[src/rtl/pbi_pkg.sv]
package pbi_pkg;
  localparam int unsigned BYTE_W      = 8;
  localparam int unsigned LANE_STRIDE = 4;
  localparam int unsigned KIND_TX     = 0;
  localparam int unsigned KIND_RX     = 1;
  localparam int unsigned KIND_BRK    = 2;
  localparam logic [4:0]  OFF_STATMASK = 5'h0B;

  typedef logic [BYTE_W-1:0] byte_t;

  function automatic int unsigned lane_bit(int unsigned lane, int unsigned kind);
    return lane * LANE_STRIDE + kind;
  endfunction
endpackage

[src/rtl/pbi_status_bank.sv]
module pbi_status_bank
  import pbi_pkg::*;
#(
  parameter int unsigned NUM_BLOCKS = 4,
  localparam int unsigned NUM_CH    = NUM_BLOCKS * 2
) (
  input  logic                             clk,
  input  logic                             rst_n,
  input  logic [NUM_CH-1:0]                tx_set,
  input  logic [NUM_CH-1:0]                tx_clr,
  input  logic [NUM_CH-1:0]                rx_set,
  input  logic [NUM_CH-1:0]                rx_clr,
  input  logic [NUM_CH-1:0]                brk_set,
  input  logic [NUM_BLOCKS-1:0]            brk_clr,
  output logic [NUM_BLOCKS-1:0][BYTE_W-1:0] stat_o
);
  for (genvar b = 0; b < NUM_BLOCKS; b++) begin : g_blk
    byte_t stat_q, stat_d;

    always_comb begin
      stat_d = stat_q;
      if (brk_clr[b]) begin
        stat_d[lane_bit(0, KIND_BRK)] = 1'b0;
        stat_d[lane_bit(1, KIND_BRK)] = 1'b0;
      end
      for (int lane = 0; lane < 2; lane++) begin
        if (tx_clr[b*2+lane]) stat_d[lane_bit(lane, KIND_TX)] = 1'b0;
        if (rx_clr[b*2+lane]) stat_d[lane_bit(lane, KIND_RX)] = 1'b0;
      end
      for (int lane = 0; lane < 2; lane++) begin
        if (tx_set[b*2+lane])  stat_d[lane_bit(lane, KIND_TX)]  = 1'b1;
        if (rx_set[b*2+lane])  stat_d[lane_bit(lane, KIND_RX)]  = 1'b1;
        if (brk_set[b*2+lane]) stat_d[lane_bit(lane, KIND_BRK)] = 1'b1;
      end
      stat_d[3] = 1'b0;
      stat_d[7] = 1'b0;
    end

    always_ff @(posedge clk) begin
      if (!rst_n) stat_q <= '0;
      else        stat_q <= stat_d;
    end

    assign stat_o[b] = stat_q;
  end
endmodule

[src/rtl/pbi_regport.sv]
module pbi_regport
  import pbi_pkg::*;
#(
  parameter int unsigned NUM_BLOCKS = 4,
  parameter int unsigned ADDR_W     = 7,
  parameter int unsigned ID_AW      = 8,
  localparam int unsigned NUM_LINES = NUM_BLOCKS / 2,
  localparam int unsigned BLK_W     = $clog2(NUM_BLOCKS)
) (
  input  logic                              clk,
  input  logic                              rst_n,
  input  logic [NUM_BLOCKS-1:0][BYTE_W-1:0] stat_i,
  input  logic                              reg_req,
  input  logic                              reg_we,
  input  logic [ADDR_W-1:0]                 reg_addr,
  input  logic [BYTE_W-1:0]                 reg_wdata,
  output logic                              reg_rvalid,
  output logic [BYTE_W-1:0]                 reg_rdata,
  input  logic                              vec_we,
  input  logic [ID_AW-1:0]                  vec_addr,
  input  logic [BYTE_W-1:0]                 vec_wdata,
  input  logic                              ack_req,
  input  logic [ID_AW-1:0]                  ack_addr,
  output logic                              ack_rvalid,
  output logic [BYTE_W-1:0]                 ack_rdata,
  output logic [NUM_BLOCKS-1:0][BYTE_W-1:0] mask_o
);
  logic [BLK_W-1:0] blk_sel;
  logic [4:0]       reg_off;
  logic             hit_sm;
  logic             ack_known;
  byte_t            vec_q;

  assign blk_sel = reg_addr[ADDR_W-1 -: BLK_W];
  assign reg_off = reg_addr[4:0] ^ 5'h01;
  assign hit_sm  = (reg_off == OFF_STATMASK);

  always_comb begin
    ack_known = 1'b0;
    for (int l = 0; l < NUM_LINES; l++) begin
      if (ack_addr == ID_AW'(2 * l)) ack_known = 1'b1;
    end
  end

  for (genvar b = 0; b < NUM_BLOCKS; b++) begin : g_mask
    byte_t mask_q;
    always_ff @(posedge clk) begin
      if (!rst_n) mask_q <= '0;
      else if (reg_req && reg_we && hit_sm && blk_sel == BLK_W'(b)) mask_q <= reg_wdata;
    end
    assign mask_o[b] = mask_q;
  end

  always_ff @(posedge clk) begin
    if (!rst_n) begin
      reg_rvalid <= 1'b0;
      reg_rdata  <= '0;
      ack_rvalid <= 1'b0;
      ack_rdata  <= '0;
      vec_q      <= '0;
    end else begin
      reg_rvalid <= reg_req && !reg_we;
      if (reg_req && !reg_we) reg_rdata <= hit_sm ? stat_i[blk_sel] : '0;
      ack_rvalid <= ack_req;
      if (ack_req) ack_rdata <= ack_known ? vec_q : '0;
      if (vec_we && vec_addr == ID_AW'(1)) vec_q <= vec_wdata;
    end
  end
endmodule

[src/rtl/pbi_line_merge.sv]
module pbi_line_merge
  import pbi_pkg::*;
#(
  parameter int unsigned NUM_BLOCKS = 4,
  localparam int unsigned NUM_LINES = NUM_BLOCKS / 2
) (
  input  logic                              clk,
  input  logic                              rst_n,
  input  logic [NUM_BLOCKS-1:0][BYTE_W-1:0] stat_i,
  input  logic [NUM_BLOCKS-1:0][BYTE_W-1:0] mask_i,
  output logic [NUM_LINES-1:0]              irq_o
);
  for (genvar l = 0; l < NUM_LINES; l++) begin : g_line
    logic pend;
    assign pend = |((stat_i[2*l] & mask_i[2*l]) | (stat_i[2*l+1] & mask_i[2*l+1]));
    always_ff @(posedge clk) begin
      if (!rst_n) irq_o[l] <= 1'b0;
      else        irq_o[l] <= pend;
    end
  end
endmodule

[src/rtl/pbi_irq_aggregator.sv]
module pbi_irq_aggregator
  import pbi_pkg::*;
#(
  parameter int unsigned NUM_BLOCKS = 4,
  parameter int unsigned ADDR_W     = 7,
  parameter int unsigned ID_AW      = 8,
  localparam int unsigned NUM_CH    = NUM_BLOCKS * 2,
  localparam int unsigned NUM_LINES = NUM_BLOCKS / 2
) (
  input  logic                  clk,
  input  logic                  rst_n,
  input  logic [NUM_CH-1:0]     tx_rdy_set,
  input  logic [NUM_CH-1:0]     tx_rdy_clr,
  input  logic [NUM_CH-1:0]     rx_rdy_set,
  input  logic [NUM_CH-1:0]     rx_rdy_clr,
  input  logic [NUM_CH-1:0]     brk_set,
  input  logic [NUM_BLOCKS-1:0] brk_clr_blk,
  input  logic                  reg_req,
  input  logic                  reg_we,
  input  logic [ADDR_W-1:0]     reg_addr,
  input  logic [7:0]            reg_wdata,
  output logic                  reg_rvalid,
  output logic [7:0]            reg_rdata,
  input  logic                  vec_we,
  input  logic [ID_AW-1:0]      vec_addr,
  input  logic [7:0]            vec_wdata,
  input  logic                  ack_req,
  input  logic [ID_AW-1:0]      ack_addr,
  output logic                  ack_rvalid,
  output logic [7:0]            ack_rdata,
  output logic [NUM_LINES-1:0]  irq
);
  logic [NUM_BLOCKS-1:0][BYTE_W-1:0] stat_w;
  logic [NUM_BLOCKS-1:0][BYTE_W-1:0] mask_w;

  pbi_status_bank #(.NUM_BLOCKS(NUM_BLOCKS)) u_bank (
    .clk(clk), .rst_n(rst_n),
    .tx_set(tx_rdy_set), .tx_clr(tx_rdy_clr),
    .rx_set(rx_rdy_set), .rx_clr(rx_rdy_clr),
    .brk_set(brk_set), .brk_clr(brk_clr_blk),
    .stat_o(stat_w)
  );

  pbi_regport #(.NUM_BLOCKS(NUM_BLOCKS), .ADDR_W(ADDR_W), .ID_AW(ID_AW)) u_port (
    .clk(clk), .rst_n(rst_n), .stat_i(stat_w),
    .reg_req(reg_req), .reg_we(reg_we), .reg_addr(reg_addr), .reg_wdata(reg_wdata),
    .reg_rvalid(reg_rvalid), .reg_rdata(reg_rdata),
    .vec_we(vec_we), .vec_addr(vec_addr), .vec_wdata(vec_wdata),
    .ack_req(ack_req), .ack_addr(ack_addr),
    .ack_rvalid(ack_rvalid), .ack_rdata(ack_rdata),
    .mask_o(mask_w)
  );

  pbi_line_merge #(.NUM_BLOCKS(NUM_BLOCKS)) u_merge (
    .clk(clk), .rst_n(rst_n), .stat_i(stat_w), .mask_i(mask_w), .irq_o(irq)
  );
endmodule

[config.mk]
export PLATFORM = sky130hd
export DESIGN_NAME = pbi_irq_aggregator
export DESIGN_NICKNAME = d
export VERILOG_FILES = /design/src/rtl/pbi_pkg.sv /design/src/rtl/pbi_status_bank.sv /design/src/rtl/pbi_regport.sv /design/src/rtl/pbi_line_merge.sv /design/src/rtl/pbi_irq_aggregator.sv
export SDC_FILE = /design/constraint.sdc
export NUM_CORES = 1
export LEC_CHECK = 0
export CAP_MARGIN = 40
export CORE_ASPECT_RATIO = 1.5
export CORE_MARGIN = 8
export CORE_UTILIZATION = 44
export CTS_CLUSTER_DIAMETER = 100
export DETAILED_ROUTE_END_ITERATION = 12
export PLACE_DENSITY_LB_ADDON = 0.1
export SLEW_MARGIN = 0
export SYNTH_ARGS = -nofsm -noshare
export SYNTH_HDL_FRONTEND = slang
export SYNTH_SLANG_ARGS = --single-unit
[constraint.sdc]
create_clock -name clk -period 1.95 [get_ports clk]
set_input_delay 0.39 -clock clk [delete_from_list [all_inputs] [get_ports clk]]
set_output_delay 0.39 -clock clk [all_outputs]
set_load 0.05 [all_outputs]
==> metrics, run 1 <==
outcome finished, final reports clean; Buf+Inv Stages, Crit Path 1; chip height 116 microns; post-synth cell types 29; Synthesis Warnings 0; clock skew 0.00512 ns; post_cts resized 0; NetSw 0.000681 W; antenna violation net count after detailed routing 0; min Tclk post-route 1.88 ns; reg2reg end u_port.reg_rdata[5]; routed len/inst 16.2 microns; cell row count 36; FF+latch area 1480 sq um; part of the power in combinational logic 12.1%; slew margin rel. 65.1%; Core Region 6490 sq um; die width 82.7 microns; worst flop-to-flop path startpoint u_bank.g_blk[1].stat_q[5]; ant diodes 0; Synth Register Bits 74; largest cells by area after synthesis dfxtp_1 (50%), mux2i_1 (11%), nand2_1 (6.0%); Hold Path Depth 2; number of synthesized flops with an enable pin 0; Detail Placement HPWL 6210 microns; post-synthesis xor/xnor area fraction 0%; CP Capture Type primary output; H-tree depth 3; Net Sw Frac 22.9%; startpoint class of the critical path flop; max-slew violations 0; RSZ-0062 raised after global routing no; DRT iter0 DRCs 179; multiplexer share of the synthesized area 15.5%; number of global-route vias before repair 2693; CTS sink cnt 74; global route overflow 0; highest clock rate 531 MHz; Clock Latency Late Sink 0.34 ns; num ports 109; Mapped Cells 297; hold_buf cts 0; grt met1 use 18.5%; busiest layer in global routing met2; GPL Wtd Cong 0.848; Mapped Area 2940 sq um; met2 Usage GRT 29.6%; Clk pwr share 34.5%; Peak supply drop 0.000479 V; ys async rst share 0%; CTS buffer count 9; clk root buf clkbuf_8; clk buf depth 2; top cell type's share of synthesized area 50.4%; Synth area leader dfxtp_1; HP Class flop to flop; Vias per Instance 5.11; share of layout cells above drive strength 1 10.3%; ys flop type dfxtp_1; Critical Path AT 1.49 ns; final setup fails 0; Lkg Pwr 1.75 nW; compound-gate portion of the synthesized area 12.4%; Reg power frac 53.4%; Critical Path Slowest Stage Cell clkdlybuf4s50_1; Synth Area in Adders 0%; slew at the pin closest to its max-slew limit 0.523 ns; setup tns final 0 ns; kind of cell adding the most delay to the critical path buffers and inverters; postcts setup bufs 0; largest net degree at the start of global routing 47; average cell area after synthesis 9.89 sq um; IO Port Bufs 103; Min Hold Slack 0.462 ns; crit-path cells clkdlybuf4s50_1; commonest cells after routing, fill and taps aside clkdlybuf4s50_1 (98), dfxtp_1 (74), nand2_1 (47); Critical Path Fanout Max 2; setup slack, reg-to-reg 0.77 ns; routed vias 2519; P_int 0.00229 W; antenna violations before repair 0; area of the multi-input gates 1300 sq um; drt drc 0; placed cell area 4180 sq um; max-cap viol count 0; worst r2r path cells 2; Initial Util 45.3%; TritonCTS clock tree yes; simple-gate portion of the synthesized area 16.0%; main combinational cell family by area after synthesis simple AND/OR/NAND/NOR gates; Final Hold Fails 0; most common cell after layout, fill and taps aside clkdlybuf4s50_1; DIE AREA 9600 sq um; Max stage delay on crit path 0.81 ns; min-delay src u_port.g_mask[1].mask_q[5]; met3 Resource Use GR 6.44%; final WL 7970 microns; period utilisation layout 96.5%; Final nets 502; first-pass GRT wire length 12700 microns; critical path class flop to primary output; hold endpoint u_port.g_mask[1].mask_q[5]; P per Cell Area 682 nW/um^2; Total GRT Usage 17.4%; fill count 531; fin area 4360 sq um; Reg clk slew, reported paths 0.07 ns; Seq/Total Area, Yosys 50.4%; area grow syn2layout 48.4%; DRT Pass-1 Iters 4; worst endpoint required time 1.56 ns
[registers in the layout, summed over array words and instances, names as in the netlist]
name and flops:
u_port.vec_q 8, u_port.reg_rdata 6, u_port.g_mask.mask_q 24, u_bank.g_blk.stat_q 24, u_port.ack_rvalid 1, u_port.ack_rdata 8, u_port.reg_rvalid 1, u_merge.irq_o 2
[worst register-to-register path: cells and delay by family, from the launching register on]
| kind | cells | cell delay, ns |
|---|---|---|
| multiplexers | 1 | 0.48 |
| flip-flops | 1 | 0.35 |
| AO/OA/AOI/OAI | 1 | 0.24 |
[how the worst max path moves through the flow]
stage	cells past startpoint	from	to
floorplan	4	reg_addr[2]	u_port.g_mask[1].mask_q[0]
global placement	6	reg_addr[3]	u_port.g_mask[1].mask_q[0]
detailed placement	6	reg_addr[3]	u_port.g_mask[1].mask_q[6]
CTS	1	u_port.ack_rdata[0]	ack_rdata[0]
global route	1	u_port.ack_rdata[1]	ack_rdata[1]
finish	1	u_port.ack_rdata[1]	ack_rdata[1]
[metrics by stage]
stage	cells	util (%)	worst slack [ns]	power [W]
after floorplan	298	-	0.281	0.00174
after global placement	478	64.4	-0.110	0.00197
after detailed placement	478	64.4	-0.118	0.00198
after CTS	493	67.1	0.0326	0.00301
after global routing	493	67.2	0.00601	0.00311
final	493	67.2	0.0681	0.00297
[logic make-up (layout without fill, tap and decap cells)]
group,count (synthesis),after routing
DFF,74,74
buffers and inverters,38,157
AOI/OAI and AO/OA,53,53
other,1,2
muxes,38,38
and+or+nand+nor,93,93
[final cells by class]
type / instances / share of cell area [%]
well taps: 76 / 2.18
repair buffers: 118 / 28.0
clock inverters: 3 / 0.345
inverters: 24 / 2.07
clock buffers: 12 / 3.56
multi-input cells: 186 / 29.8
flip-flops and latches: 74 / 34.0
[per-layer routing]
metal	part of all wire (%)	vias to the layer above
met1	40	1158
met2	50	93
met5	0	-
li1	-	1258
met3	8.0	10
met4	1.5	0
[cells in the mapped netlist (2+ instances only)]
| master | number |
|---|---|
| nand2_1 | 47 |
| a221oi_1 | 6 |
| a21oi_1 | 25 |
| buf_4 | 2 |
| mux4_2 | 6 |
| a31oi_1 | 2 |
| a32oi_1 | 8 |
| nor4_4 | 2 |
| mux2i_1 | 32 |
| dfxtp_1 | 74 |
| inv_1 | 22 |
| clkinv_1 | 2 |
| a22o_1 | 12 |
| nor2_1 | 33 |
| nor4_1 | 2 |
| buf_2 | 2 |
| buf_1 | 3 |
| clkbuf_1 | 6 |
[power by group through the flow]
stage / sequential, W / clock, W / combinational, W
floorplan: 0.00161 / 0 / 0.000134
global placement: 0.00162 / 0 / 0.000355
detailed placement: 0.00162 / 0 / 0.000360
CTS: 0.00159 / 0.00106 / 0.000363
global route: 0.00159 / 0.00113 / 0.000389
finish: 0.00159 / 0.00102 / 0.000359
No activity file was read; power rests on OpenSTA's default activity.
==> inputs of run 2 (changes only) <==
--- a/config.mk
+++ b/config.mk
@@ -16,3 +16,4 @@
 export SYNTH_ARGS = -nofsm -noshare
 export SYNTH_HDL_FRONTEND = slang
 export SYNTH_SLANG_ARGS = --single-unit
+export TNS_END_PERCENT = 100
==> results of run 2 <==
The final DEF is identical to that of run 1; final timing and power are the same.
==> inputs of run 3 (changes only) <==
--- a/config.mk
+++ b/config.mk
@@ -5,10 +5,11 @@
 export SDC_FILE = /design/constraint.sdc
 export NUM_CORES = 1
 export LEC_CHECK = 0
+export ABC_AREA = 1
 export CAP_MARGIN = 40
 export CORE_ASPECT_RATIO = 1.5
 export CORE_MARGIN = 8
-export CORE_UTILIZATION = 44
+export CORE_UTILIZATION = 47
 export CTS_CLUSTER_DIAMETER = 100
 export DETAILED_ROUTE_END_ITERATION = 12
 export PLACE_DENSITY_LB_ADDON = 0.1
==> run 3 against run 2 <==
  * Worst hold slack better by 0.020 ns
  * Setup slack worse by 0.011 ns
  * Wire length is 19% higher
  * Count of clock-buffer cells in the layout is 1 lower
  * Synthesized area is 24% higher
  * First-iteration DRC count is 1.1% lower
  * Critical path depth stayed put
  * Critical path type unchanged
  * Critical endpoint is now ack_rdata[0]
  * Highest routed layer unchanged
==> metrics, run 3 <==
outcome finished, final reports clean (unchanged); Post-Route Utilization 67.6% (was 67.2%); part of the power in combinational logic 13.2% (was 12.1%); average cell area after synthesis 6.78 sq um (was 9.89 sq um); area grow syn2layout 40.3% (was 48.4%); Critical Path Fanout Max 2 (unchanged); Detail Placement HPWL 7380 microns (was 6210 microns); global route overflow 0 (unchanged); setup tns final 0 ns (unchanged); die width 87.9 microns (was 82.7 microns); P_int 0.00287 W (was 0.00229 W); fin area 5110 sq um (was 4360 sq um); total power 0.00380 W (was 0.00297 W); Max stage delay on crit path 0.83 ns (was 0.81 ns); Total GRT Usage 18.3% (was 17.4%); post-synthesis xor/xnor area fraction 0% (unchanged); Critical Path Slowest Stage Cell clkdlybuf4s50_1 (unchanged); number of global-route vias before repair 3426 (was 2693); final setup fails 0 (unchanged); NetSw 0.000929 W (was 0.000681 W); Initial Util 48.2% (was 45.3%); critical path class flop to primary output (unchanged); ant diodes 0 (unchanged); largest net degree at the start of global routing 33 (was 47); most common cell after layout, fill and taps aside nand2_1 (was clkdlybuf4s50_1); Critical Path AT 1.50 ns (was 1.49 ns); startpoint class of the critical path flop (unchanged); CP Capture Type primary output (unchanged); TritonCTS clock tree yes (unchanged); Reg clk slew, reported paths 0.06 ns (was 0.07 ns); Synthesis Warnings 0 (unchanged); P per Cell Area 743 nW/um^2 (was 682 nW/um^2); IO Port Bufs 103 (unchanged); Synth Area in Adders 0% (unchanged); clock skew 0.00663 ns (was 0.00512 ns); top cells by count, synth nand2_1 (158), inv_1 (92), nor2_1 (82) (was dfxtp_1 (74), nand2_1 (47), nor2_1 (33)); GPL Wtd Cong 0.836 (was 0.848); Final Hold Fails 0 (unchanged); post-synth cell types 26 (was 29); DRT Pass-1 Iters 4 (unchanged); antenna violation net count after detailed routing 0 (unchanged); Reg power frac 41.9% (was 53.4%); largest cells by area after synthesis dfxtp_1 (41%), nand2_1 (16%), inv_1 (9.5%) (was dfxtp_1 (50%), mux2i_1 (11%), nand2_1 (6.0%)); multiplexer share of the synthesized area 0% (was 15.5%); Mapped Cells 538 (was 297); min Tclk post-route 1.89 ns (was 1.88 ns); slew margin rel. 64.4% (was 65.1%); Final nets 732 (was 502); Lkg Pwr 2.38 nW (was 1.75 nW); kind of cell adding the most delay to the critical path buffers and inverters (unchanged); H-tree depth 3 (unchanged); slew at the pin closest to its max-slew limit 0.532 ns (was 0.523 ns); DRT iter0 DRCs 177 (was 179); Synth area leader dfxtp_1 (unchanged); Core Region 7560 sq um (was 6490 sq um); commonest cells after routing, fill and taps aside nand2_1 (158), clkdlybuf4s50_1 (102), inv_1 (92) (was clkdlybuf4s50_1 (98), dfxtp_1 (74), nand2_1 (47)); Synth Register Bits 74 (unchanged); number of synthesized flops with an enable pin 0 (unchanged); Clock Latency Late Sink 0.34 ns (about the same); HP Class flop to flop (unchanged); highest clock rate 528 MHz (was 531 MHz); routed vias 3507 (was 2519); RSZ-0062 raised after global routing no (unchanged); CTS buffer count 9 (unchanged); main combinational cell family by area after synthesis simple AND/OR/NAND/NOR gates (unchanged); placed cell area 4800 sq um (was 4180 sq um); num ports 109 (unchanged); chip height 124 microns (was 116 microns); clk buf depth 2 (unchanged); routed len/inst 12.6 microns (was 16.2 microns); Buf+Inv Stages, Crit Path 1 (unchanged); CTS sink cnt 74 (unchanged); max-cap viol count 0 (unchanged); count leader, synth nand2_1 (was dfxtp_1); biggest regs u_bank.g_blk.stat_q x24, u_port.g_mask.mask_q x24 (unchanged); compound-gate portion of the synthesized area 6.86% (was 12.4%); Mapped Area 3650 sq um (was 2940 sq um); top cell type's share of synthesized area 40.6% (was 50.4%); period utilisation layout 97.1% (was 96.5%); crit-path cells clkdlybuf4s50_1 (unchanged); first-pass GRT wire length 15500 microns (was 12700 microns); Peak supply drop 0.000540 V (was 0.000479 V); max-slew violations 0 (unchanged); share of layout cells above drive strength 1 7.72% (was 10.3%); clk root buf clkbuf_16 (was clkbuf_8); ys flop type dfxtp_1 (unchanged); Seq/Total Area, Yosys 40.6% (was 50.4%); ys async rst share 0% (unchanged); cell row count 39 (was 36); antenna violations before repair 0 (unchanged); final WL 9460 microns (was 7970 microns); drt drc 0 (unchanged); worst endpoint required time 1.56 ns (about the same); Net Sw Frac 24.4% (was 22.9%); Clk pwr share 45.0% (was 34.5%); Min Hold Slack 0.481 ns (was 0.462 ns); simple-gate portion of the synthesized area 38.4% (was 16.0%); DIE AREA 10900 sq um (was 9600 sq um); Vias per Instance 4.68 (was 5.11)
[run 3: cells by family (layout without fill, tap and decap cells)]
group / count (synthesis) / after routing
AND/OR/NAND/NOR: 300 / 300
buffers and inverters: 116 / 225
other: 1 / 2
flip-flops: 74 / 74
AO/OA/AOI/OAI: 47 / 47
[run 3: worst paths after layout]
path	from	to	slack (ns)	cells past startpoint
worst max-delay path	u_port.ack_rdata[0]	ack_rdata[0]	0.06	1
worst min-delay path	u_port.reg_rdata[1]	u_port.reg_rdata[1]	0.48	2
worst max register to register	u_bank.g_blk[0].stat_q[4]	u_port.reg_rdata[4]	1.05	6
worst min register to register	u_port.reg_rdata[1]	u_port.reg_rdata[1]	0.48	2
[run 3: final cells by class]
type | instances | area (sq um)
flip-flops and latches | 74 | 1480
inverters | 96 | 374
well taps | 102 | 128
repair buffers | 113 | 1160
fillers | 667 | 2450
clock buffers | 11 | 253
multi-input cells | 349 | 1660
clock inverters | 5 | 61.3
[run 3: power by group through the flow]
| stage | clock [W] | combinational [W] | sequential, W |
|---|---|---|---|
| 3_3_place_gp | 0 | 0.000493 | 0.00162 |
| 2_1_floorplan | 0 | 0.000221 | 0.00165 |
| 5_1_grt | 0.00182 | 0.000549 | 0.00160 |
| 6_report | 0.00171 | 0.000500 | 0.00159 |
| 4_1_cts | 0.00174 | 0.000504 | 0.00159 |
| 3_5_place_dp | 0 | 0.000500 | 0.00162 |
[run 3: metrics by stage]
step | std cells | worst slack, ns
6_report | 750 | 0.0566
5_1_grt | 750 | 0.0123
4_1_cts | 750 | 0.0374
3_5_place_dp | 734 | 0.184
3_3_place_gp | 734 | 0.192
2_1_floorplan | 539 | 0.787
[run 3: repair_timing]
| item | CTS | global route |
|---|---|---|
| endpoints found under the setup margin | 0 | 1 |
| hold buffers | 0 | 0 |
| gates resized for setup | 0 | 1 |
| buffers inserted | 0 | 0 |
| endpoints found under the hold margin | 0 | 0 |
[run 3: routing by layer]
layer  vias to the layer above  global-route usage (%)  wire length [microns]
li1                       1856                       -                      -
met1                      1536                    19.8                   3930
met2                       100                    31.7                   4730
met3                        15                    6.14                    610
met4                         0                    7.35                    185
met5                         -                       0                      0
